**config.mk**
```make
export PLATFORM = sky130hd
export DESIGN_NAME = extint_ctrl
export DESIGN_NICKNAME = d
export VERILOG_FILES = /design/src/rtl/eic_pkg.sv /design/src/rtl/eic_sync_bank.sv /design/src/rtl/eic_ext_sense.sv /design/src/rtl/eic_pc_group.sv /design/src/rtl/eic_flag.sv /design/src/rtl/extint_ctrl.sv
export SDC_FILE = /design/constraint.sdc
export NUM_CORES = 1
export LEC_CHECK = 0
export ABC_AREA = 1
export BUFFER_PORTS_ARGS = -buffer_cell sky130_fd_sc_hd__clkbuf_2
export CORE_AREA = 2 2 79 81
export DETAILED_ROUTE_END_ITERATION = 10
export DIE_AREA = 0 0 81 83
export PLACE_DENSITY = 0.76
export SETUP_SLACK_MARGIN = 0.4
export SKIP_LAST_GASP = 1
export SLEW_MARGIN = 20
export SYNTH_ARGS = -nofsm -noshare
export SYNTH_HDL_FRONTEND = slang
export SYNTH_SLANG_ARGS = --single-unit
```
**constraint.sdc**
```tcl
create_clock -name clk -period 1.5 [get_ports clk]
set_clock_uncertainty 0.1 [all_clocks]
set_input_delay 0.225 -clock clk [delete_from_list [all_inputs] [get_ports clk]]
set_output_delay 0.225 -clock clk [all_outputs]
set_load 0.02 [all_outputs]
```
**src/rtl/eic_pkg.sv**
```systemverilog
package eic_pkg;
  typedef enum logic [1:0] {
    SENSE_LOW  = 2'b00,
    SENSE_ANY  = 2'b01,
    SENSE_FALL = 2'b10,
    SENSE_RISE = 2'b11
  } sense_e;

  localparam int ADDR_EN    = 0;
  localparam int ADDR_FLAG  = 1;
  localparam int ADDR_SENSE = 2;
  localparam int ADDR_PCM0  = 3;
  localparam int ADDR_PCM1  = 4;

  localparam int BIT_EXT = 6;
  localparam int BIT_PC1 = 5;
  localparam int BIT_PC0 = 4;
endpackage

```
**src/rtl/eic_sync_bank.sv**
```systemverilog
module eic_sync_bank #(
  parameter int W      = 17,
  parameter int STAGES = 2
) (
  input  logic         clk,
  input  logic         rst,
  input  logic [W-1:0] d,
  output logic [W-1:0] cur,
  output logic [W-1:0] prev
);
  logic [W-1:0] stg [STAGES];
  logic [W-1:0] prev_q;

  always_ff @(posedge clk) begin
    if (rst) stg[0] <= '0;
    else     stg[0] <= d;
  end

  genvar gi;
  generate
    for (gi = 1; gi < STAGES; gi++) begin : g_stage
      always_ff @(posedge clk) begin
        if (rst) stg[gi] <= '0;
        else     stg[gi] <= stg[gi-1];
      end
    end
  endgenerate

  always_ff @(posedge clk) begin
    if (rst) prev_q <= '0;
    else     prev_q <= stg[STAGES-1];
  end

  assign cur  = stg[STAGES-1];
  assign prev = prev_q;
endmodule

```
**src/rtl/eic_ext_sense.sv**
```systemverilog
module eic_ext_sense
  import eic_pkg::*;
(
  input  sense_e mode,
  input  logic   cur,
  input  logic   prev,
  output logic   level_req,
  output logic   edge_evt
);
  logic rise, fall;

  assign rise      = cur & ~prev;
  assign fall      = ~cur & prev;
  assign level_req = ~cur;

  always_comb begin
    unique case (mode)
      SENSE_ANY:  edge_evt = rise | fall;
      SENSE_FALL: edge_evt = fall;
      SENSE_RISE: edge_evt = rise;
      default:    edge_evt = 1'b0;
    endcase
  end
endmodule

```
**src/rtl/eic_pc_group.sv**
```systemverilog
module eic_pc_group #(
  parameter int W = 8
) (
  input  logic [W-1:0] cur,
  input  logic [W-1:0] prev,
  input  logic [W-1:0] mask,
  output logic         evt
);
  logic [W-1:0] hit;

  genvar gi;
  generate
    for (gi = 0; gi < W; gi++) begin : g_pin
      assign hit[gi] = (cur[gi] ^ prev[gi]) & mask[gi];
    end
  endgenerate

  assign evt = |hit;
endmodule

```
**src/rtl/eic_flag.sv**
```systemverilog
module eic_flag (
  input  logic clk,
  input  logic rst,
  input  logic set,
  input  logic clr,
  output logic q
);
  always_ff @(posedge clk) begin
    if (rst) q <= 1'b0;
    else     q <= set | (q & ~clr);
  end

  AST_SET_WINS: assert property (@(posedge clk) disable iff (rst)
    (set && clr) |=> q);
  AST_CLR_TAKES: assert property (@(posedge clk) disable iff (rst)
    (clr && !set) |=> !q);
endmodule

```
**src/rtl/extint_ctrl.sv**
```systemverilog
module extint_ctrl
  import eic_pkg::*;
#(
  parameter int GRP_W       = 8,
  parameter int ADDR_W      = 3,
  parameter int SYNC_STAGES = 2
) (
  input  logic               clk,
  input  logic               rst,
  input  logic [ADDR_W-1:0]  reg_addr,
  input  logic               reg_we,
  input  logic [GRP_W-1:0]   reg_wdata,
  output logic [GRP_W-1:0]   reg_rdata,
  input  logic               global_ie,
  input  logic               ext_pin,
  input  logic [2*GRP_W-1:0] pc_pin,
  input  logic               ack_ext,
  input  logic               ack_pc0,
  input  logic               ack_pc1,
  output logic               irq_ext,
  output logic               irq_pc0,
  output logic               irq_pc1
);
  localparam int PIN_W   = 2*GRP_W + 1;
  localparam int EXT_IDX = 2*GRP_W;
  localparam logic [GRP_W-1:0] LIVE_BITS =
    GRP_W'((1 << BIT_EXT) | (1 << BIT_PC1) | (1 << BIT_PC0));

  // Register state
  logic         en_ext, en_pc1, en_pc0;
  sense_e       sense_q;
  logic [GRP_W-1:0] pcm0, pcm1;

  // Synchronized pins
  logic [PIN_W-1:0] s_cur, s_prev;

  eic_sync_bank #(.W(PIN_W), .STAGES(SYNC_STAGES)) u_sync (
    .clk (clk),
    .rst (rst),
    .d   ({ext_pin, pc_pin}),
    .cur (s_cur),
    .prev(s_prev)
  );

  // Detection
  logic level_req, ext_evt, pc0_evt, pc1_evt;

  eic_ext_sense u_ext (
    .mode     (sense_q),
    .cur      (s_cur[EXT_IDX]),
    .prev     (s_prev[EXT_IDX]),
    .level_req(level_req),
    .edge_evt (ext_evt)
  );

  eic_pc_group #(.W(GRP_W)) u_grp0 (
    .cur (s_cur[GRP_W-1:0]),
    .prev(s_prev[GRP_W-1:0]),
    .mask(pcm0),
    .evt (pc0_evt)
  );

  eic_pc_group #(.W(GRP_W)) u_grp1 (
    .cur (s_cur[2*GRP_W-1:GRP_W]),
    .prev(s_prev[2*GRP_W-1:GRP_W]),
    .mask(pcm1),
    .evt (pc1_evt)
  );

  // Flags
  logic wr_flag;
  logic clr_ext, clr_pc0, clr_pc1;
  logic flag_ext, flag_pc0, flag_pc1;

  assign wr_flag = reg_we && (reg_addr == ADDR_W'(ADDR_FLAG));
  assign clr_ext = ack_ext | (wr_flag & reg_wdata[BIT_EXT]);
  assign clr_pc0 = ack_pc0 | (wr_flag & reg_wdata[BIT_PC0]);
  assign clr_pc1 = ack_pc1 | (wr_flag & reg_wdata[BIT_PC1]);

  eic_flag u_f_ext (.clk(clk), .rst(rst), .set(ext_evt), .clr(clr_ext), .q(flag_ext));
  eic_flag u_f_pc0 (.clk(clk), .rst(rst), .set(pc0_evt), .clr(clr_pc0), .q(flag_pc0));
  eic_flag u_f_pc1 (.clk(clk), .rst(rst), .set(pc1_evt), .clr(clr_pc1), .q(flag_pc1));

  // Register writes
  always_ff @(posedge clk) begin
    if (rst) begin
      en_ext  <= 1'b0;
      en_pc1  <= 1'b0;
      en_pc0  <= 1'b0;
      sense_q <= SENSE_LOW;
      pcm0    <= '0;
      pcm1    <= '0;
    end else if (reg_we) begin
      case (reg_addr)
        ADDR_W'(ADDR_EN): begin
          en_ext <= reg_wdata[BIT_EXT];
          en_pc1 <= reg_wdata[BIT_PC1];
          en_pc0 <= reg_wdata[BIT_PC0];
        end
        ADDR_W'(ADDR_SENSE): sense_q <= sense_e'(reg_wdata[1:0]);
        ADDR_W'(ADDR_PCM0):  pcm0    <= reg_wdata;
        ADDR_W'(ADDR_PCM1):  pcm1    <= reg_wdata;
        default: ;
      endcase
    end
  end

  // Registered read
  logic [GRP_W-1:0] rd_mux;

  always_comb begin
    rd_mux = '0;
    case (reg_addr)
      ADDR_W'(ADDR_EN): begin
        rd_mux[BIT_EXT] = en_ext;
        rd_mux[BIT_PC1] = en_pc1;
        rd_mux[BIT_PC0] = en_pc0;
      end
      ADDR_W'(ADDR_FLAG): begin
        rd_mux[BIT_EXT] = flag_ext;
        rd_mux[BIT_PC1] = flag_pc1;
        rd_mux[BIT_PC0] = flag_pc0;
      end
      ADDR_W'(ADDR_SENSE): rd_mux[1:0] = sense_q;
      ADDR_W'(ADDR_PCM0):  rd_mux = pcm0;
      ADDR_W'(ADDR_PCM1):  rd_mux = pcm1;
      default: ;
    endcase
  end

  always_ff @(posedge clk) begin
    if (rst) reg_rdata <= '0;
    else     reg_rdata <= rd_mux;
  end

  // Registered requests
  logic ext_src;
  assign ext_src = (sense_q == SENSE_LOW) ? level_req : flag_ext;

  always_ff @(posedge clk) begin
    if (rst) begin
      irq_ext <= 1'b0;
      irq_pc0 <= 1'b0;
      irq_pc1 <= 1'b0;
    end else begin
      irq_ext <= global_ie & en_ext & ext_src;
      irq_pc0 <= global_ie & en_pc0 & flag_pc0;
      irq_pc1 <= global_ie & en_pc1 & flag_pc1;
    end
  end

  AST_IRQ_NEEDS_GIE: assert property (@(posedge clk) disable iff (rst)
    (irq_ext || irq_pc0 || irq_pc1) |-> $past(global_ie));
  AST_LEVEL_NO_FLAG: assert property (@(posedge clk) disable iff (rst)
    $rose(flag_ext) |-> ($past(sense_q) != SENSE_LOW));
  AST_PC0_NEEDS_MASK: assert property (@(posedge clk) disable iff (rst)
    $rose(flag_pc0) |-> ($past(pcm0) != '0));
  AST_PC1_NEEDS_MASK: assert property (@(posedge clk) disable iff (rst)
    $rose(flag_pc1) |-> ($past(pcm1) != '0));
  AST_RSVD_ZERO: assert property (@(posedge clk) disable iff (rst)
    (($past(reg_addr) == ADDR_W'(ADDR_EN)) || ($past(reg_addr) == ADDR_W'(ADDR_FLAG)))
      |-> ((reg_rdata & ~LIVE_BITS) == '0));
endmodule

```
==> impl_metrics.json <==
{
  "synth_warnings": 0,
  "rsz0062_at_grt": "yes",
  "p_switching_uw": 1030,
  "synth_top_area_frac": 0.544,
  "antenna_found_initial": 0,
  "yosys.area.top_type": "dfxtp_1",
  "post_dp_cell_area_mm2": 0.00345,
  "yosysMostFrequentCell": "dfxtp_1",
  "r2r-end": "u_f_pc0.q",
  "ios": 46,
  "cts_tree": "yes",
  "max_freq_mhz": 883,
  "worstHoldStart": "ack_ext",
  "synthArstFlopShare": 0,
  "endpoint_kind": "primary output",
  "ys_seq_elements": 86,
  "first_iter_violations": 188,
  "worstRegToRegCells": 6,
  "rows": 28,
  "crit_path_top_delay_cell": "dfxtp_2",
  "htree_levels": 3,
  "synth_edf_count": 0,
  "finalSetupViolCount": 0,
  "final_max_slew_viol_count": 0,
  "switching_share": 0.228,
  "first_global_vias": 2434,
  "die_area_mm2": 0.00672,
  "start_util": 0.545,
  "max_stage_delay_ns": 0.33,
  "io_buffers": 45,
  "synth_common_cells": "86 x dfxtp_1, 84 x inv_1, 81 x nor2_1",
  "synth_area_leaders": "dfxtp_1 54%, inv_1 10%, nor2_1 9.6%",
  "n_antenna_cell": 0,
  "min_period_ns": 1.13,
  "vias": 2635,
  "path_delay_family": "flip-flops",
  "critical_path.max_fanout": 1,
  "p_leak_uw": 0.00175,
  "avgSynthCellArea_um2": 7.71,
  "synth_ff_type": "dfxtp_1",
  "yosysSeqAreaShare": 0.544,
  "seq_area_mm2": 0.00174,
  "vdd_drop_max_mv": 0.674,
  "holdPathStages": 4,
  "gp_congestion": 0.925,
  "globalRouteTotalUtil": 0.199,
  "hold_path.class": "input pin to flop",
  "clockPowerShare": 0.396,
  "core_area_mm2": 0.00582,
  "crit_required_ns": 1.17,
  "routed_wl_um": 6340,
  "grt.overflow.total": 0,
  "post-route-util": 0.691,
  "grt_pass1_wl_um": 10400,
  "crit_type": "flop to primary output",
  "critPathBufInv": 1,
  "netlist_instances": 411,
  "areaGrowthSynthToFinish_pct": 26.9,
  "fin_nets": 515,
  "syn_nets": 448,
  "yosysUniqueCellTypes": 25,
  "max_slew_margin": 0.740,
  "grt_max_degree": 38,
  "combPwrFrac": 0.073,
  "p_per_area_mw_per_mm2": 1120,
  "dp.cells": 523,
  "cts.path.max_buffers": 2,
  "fillers": 491,
  "ant_nets": 0,
  "timing.rr.start": "u_sync.prev[7]",
  "final_cells": 558,
  "status": "finished, final reports clean",
  "synth.cell_area_mm2": 0.00317,
  "finalInstanceArea_mm2": 0.00402,
  "post-dp-hpwl_um": 4240,
  "hold_viol": 0,
  "worstSkewPairLatency_ns": 0.35,
  "setup-tns-final_ns": 0,
  "tightestPinTransition_ns": 0.389,
  "dr.pass1.iters": 4,
  "arrival_ns": 0.81,
  "cts-root-buf": "clkbuf_8",
  "multi_input_area_mm2": 0.00108,
  "drv_cap": 0,
  "r2r_slack_ns": 0.38,
  "wl_per_cell_um": 11.4,
  "clock_sinks": 86,
  "die_h_um": 83,
  "drc_errors": 0,
  "p_int_uw": 3480,
  "clkTransAtPathRegs_ns": 0.08,
  "cts_buffers": 9,
  "path_cells": "buf_8",
  "seq_power_share": 0.531,
  "final_layout_size_suffix_gt1_frac": 0.217,
  "viasPerCell": 4.72,
  "hold_path_end": "u_f_ext.q",
  "finalCritPeriodShare": 0.755,
  "start_kind": "flop",
  "die_w_um": 81
}
-- cells by family (layout without fill, tap and decap cells) --
| group | after synthesis | after routing | synth area share |
|---|---|---|---|
| AND/OR/NAND/NOR | 172 | 172 | 0.231 |
| buffers and inverters | 99 | 171 | 0.126 |
| flip-flops | 86 | 86 | 0.544 |
| AO/OA/AOI/OAI | 52 | 52 | 0.0913 |
| adder cells (fa/ha/maj) | 2 | 2 | 0.00790 |
-- placed cells by master (no fill, tap or decap) --
master,n
o21ai_0,10
inv_2,3
nor4_1,1
ha_4,1
bufinv_16,2
nand2_4,3
nand3_4,1
a21oi_2,3
dfxtp_1,68
clkinvlp_4,3
o21ai_2,4
clkbuf_2,34
nor3_1,3
buf_4,6
nor2_2,2
a21oi_1,25
inv_1,82
dlygate4sd3_1,17
nor2_1,80
buf_8,11
nand4_1,6
o22ai_1,8
dfxtp_2,18
nand3_2,1
inv_4,2
nand2_1,55
clkbuf_1,1
nand3_1,20
ha_2,1
o21ai_1,2
clkbuf_8,10
-- how the worst max path moves through the flow --
stage | startpoint | depth (start not counted) | slack (ns) | to
after CTS | reg_rdata[3] | 1 | 0.34 | reg_rdata[3]
final | reg_rdata[3] | 1 | 0.37 | reg_rdata[3]
after floorplan | reg_addr[2] | 7 | 0.42 | pcm0[6]
after global placement | reg_addr[0] | 7 | 0.24 | pcm1[5]
after detailed placement | reg_addr[1] | 5 | 0.16 | en_ext
after global routing | u_sync.prev[7] | 6 | 0.27 | u_f_pc0.q
-- metrics by stage --
step / hold WS (ns) / setup slack [ns] / power (uW)
detailed placement: 0.292 / 0.164 / 2720
global placement: 0.289 / 0.238 / 2710
global route: 0.0627 / 0.271 / 4690
finish: 0.0504 / 0.367 / 4510
CTS: 0.0405 / 0.343 / 4520
floorplan: 0.232 / 0.417 / 2620
-- per-layer routing --
layer / GRT usage / routed length [um] / up-vias
met1: 0.244 / 2760 / 1169
met5: 0 / 0 / -
met2: 0.325 / 3100 / 78
met4: 0.114 / 130 / 0
met3: 0.0337 / 349 / 9
li1: - / - / 1379
-- sequential cells by signal (all words and copies together) (netlist names) --
name         cells
u_sync.stg      34
u_sync.prev     17
pcm0             8
pcm1             8
reg_rdata        8
sense_q          2
en_ext           1
en_pc0           1
en_pc1           1
irq_ext          1
irq_pc0          1
irq_pc1          1
u_f_ext.q        1
u_f_pc0.q        1
u_f_pc1.q        1
-- final cells by class --
| type | instances | area share |
|---|---|---|
| flip-flops and latches | 86 | 0.434 |
| multi-input cells | 226 | 0.268 |
| clock inverters | 5 | 0.0205 |
| clock buffers | 11 | 0.0352 |
| well taps | 75 | 0.0233 |
| inverters | 87 | 0.0825 |
| repair buffers | 68 | 0.137 |
-- what timing repair did --
action / in CTS / in global routing
endpoints found under the hold margin: 17 / 0
setup buffers: 1 / 1
pin swaps: 5 / 8
resized for setup: 34 / 24
endpoints found under the setup margin: 13 / 17
hold buffers: 17 / 0
-- power groups by stage --
stage / clock [uW] / sequential, uW / combinational, uW
2_1_floorplan: 0 / 2440 / 176
3_3_place_gp: 0 / 2440 / 268
3_5_place_dp: 0 / 2450 / 277
4_1_cts: 1810 / 2390 / 317
5_1_grt: 1920 / 2410 / 371
6_report: 1790 / 2400 / 328
(Power assumes the default switching activity.)
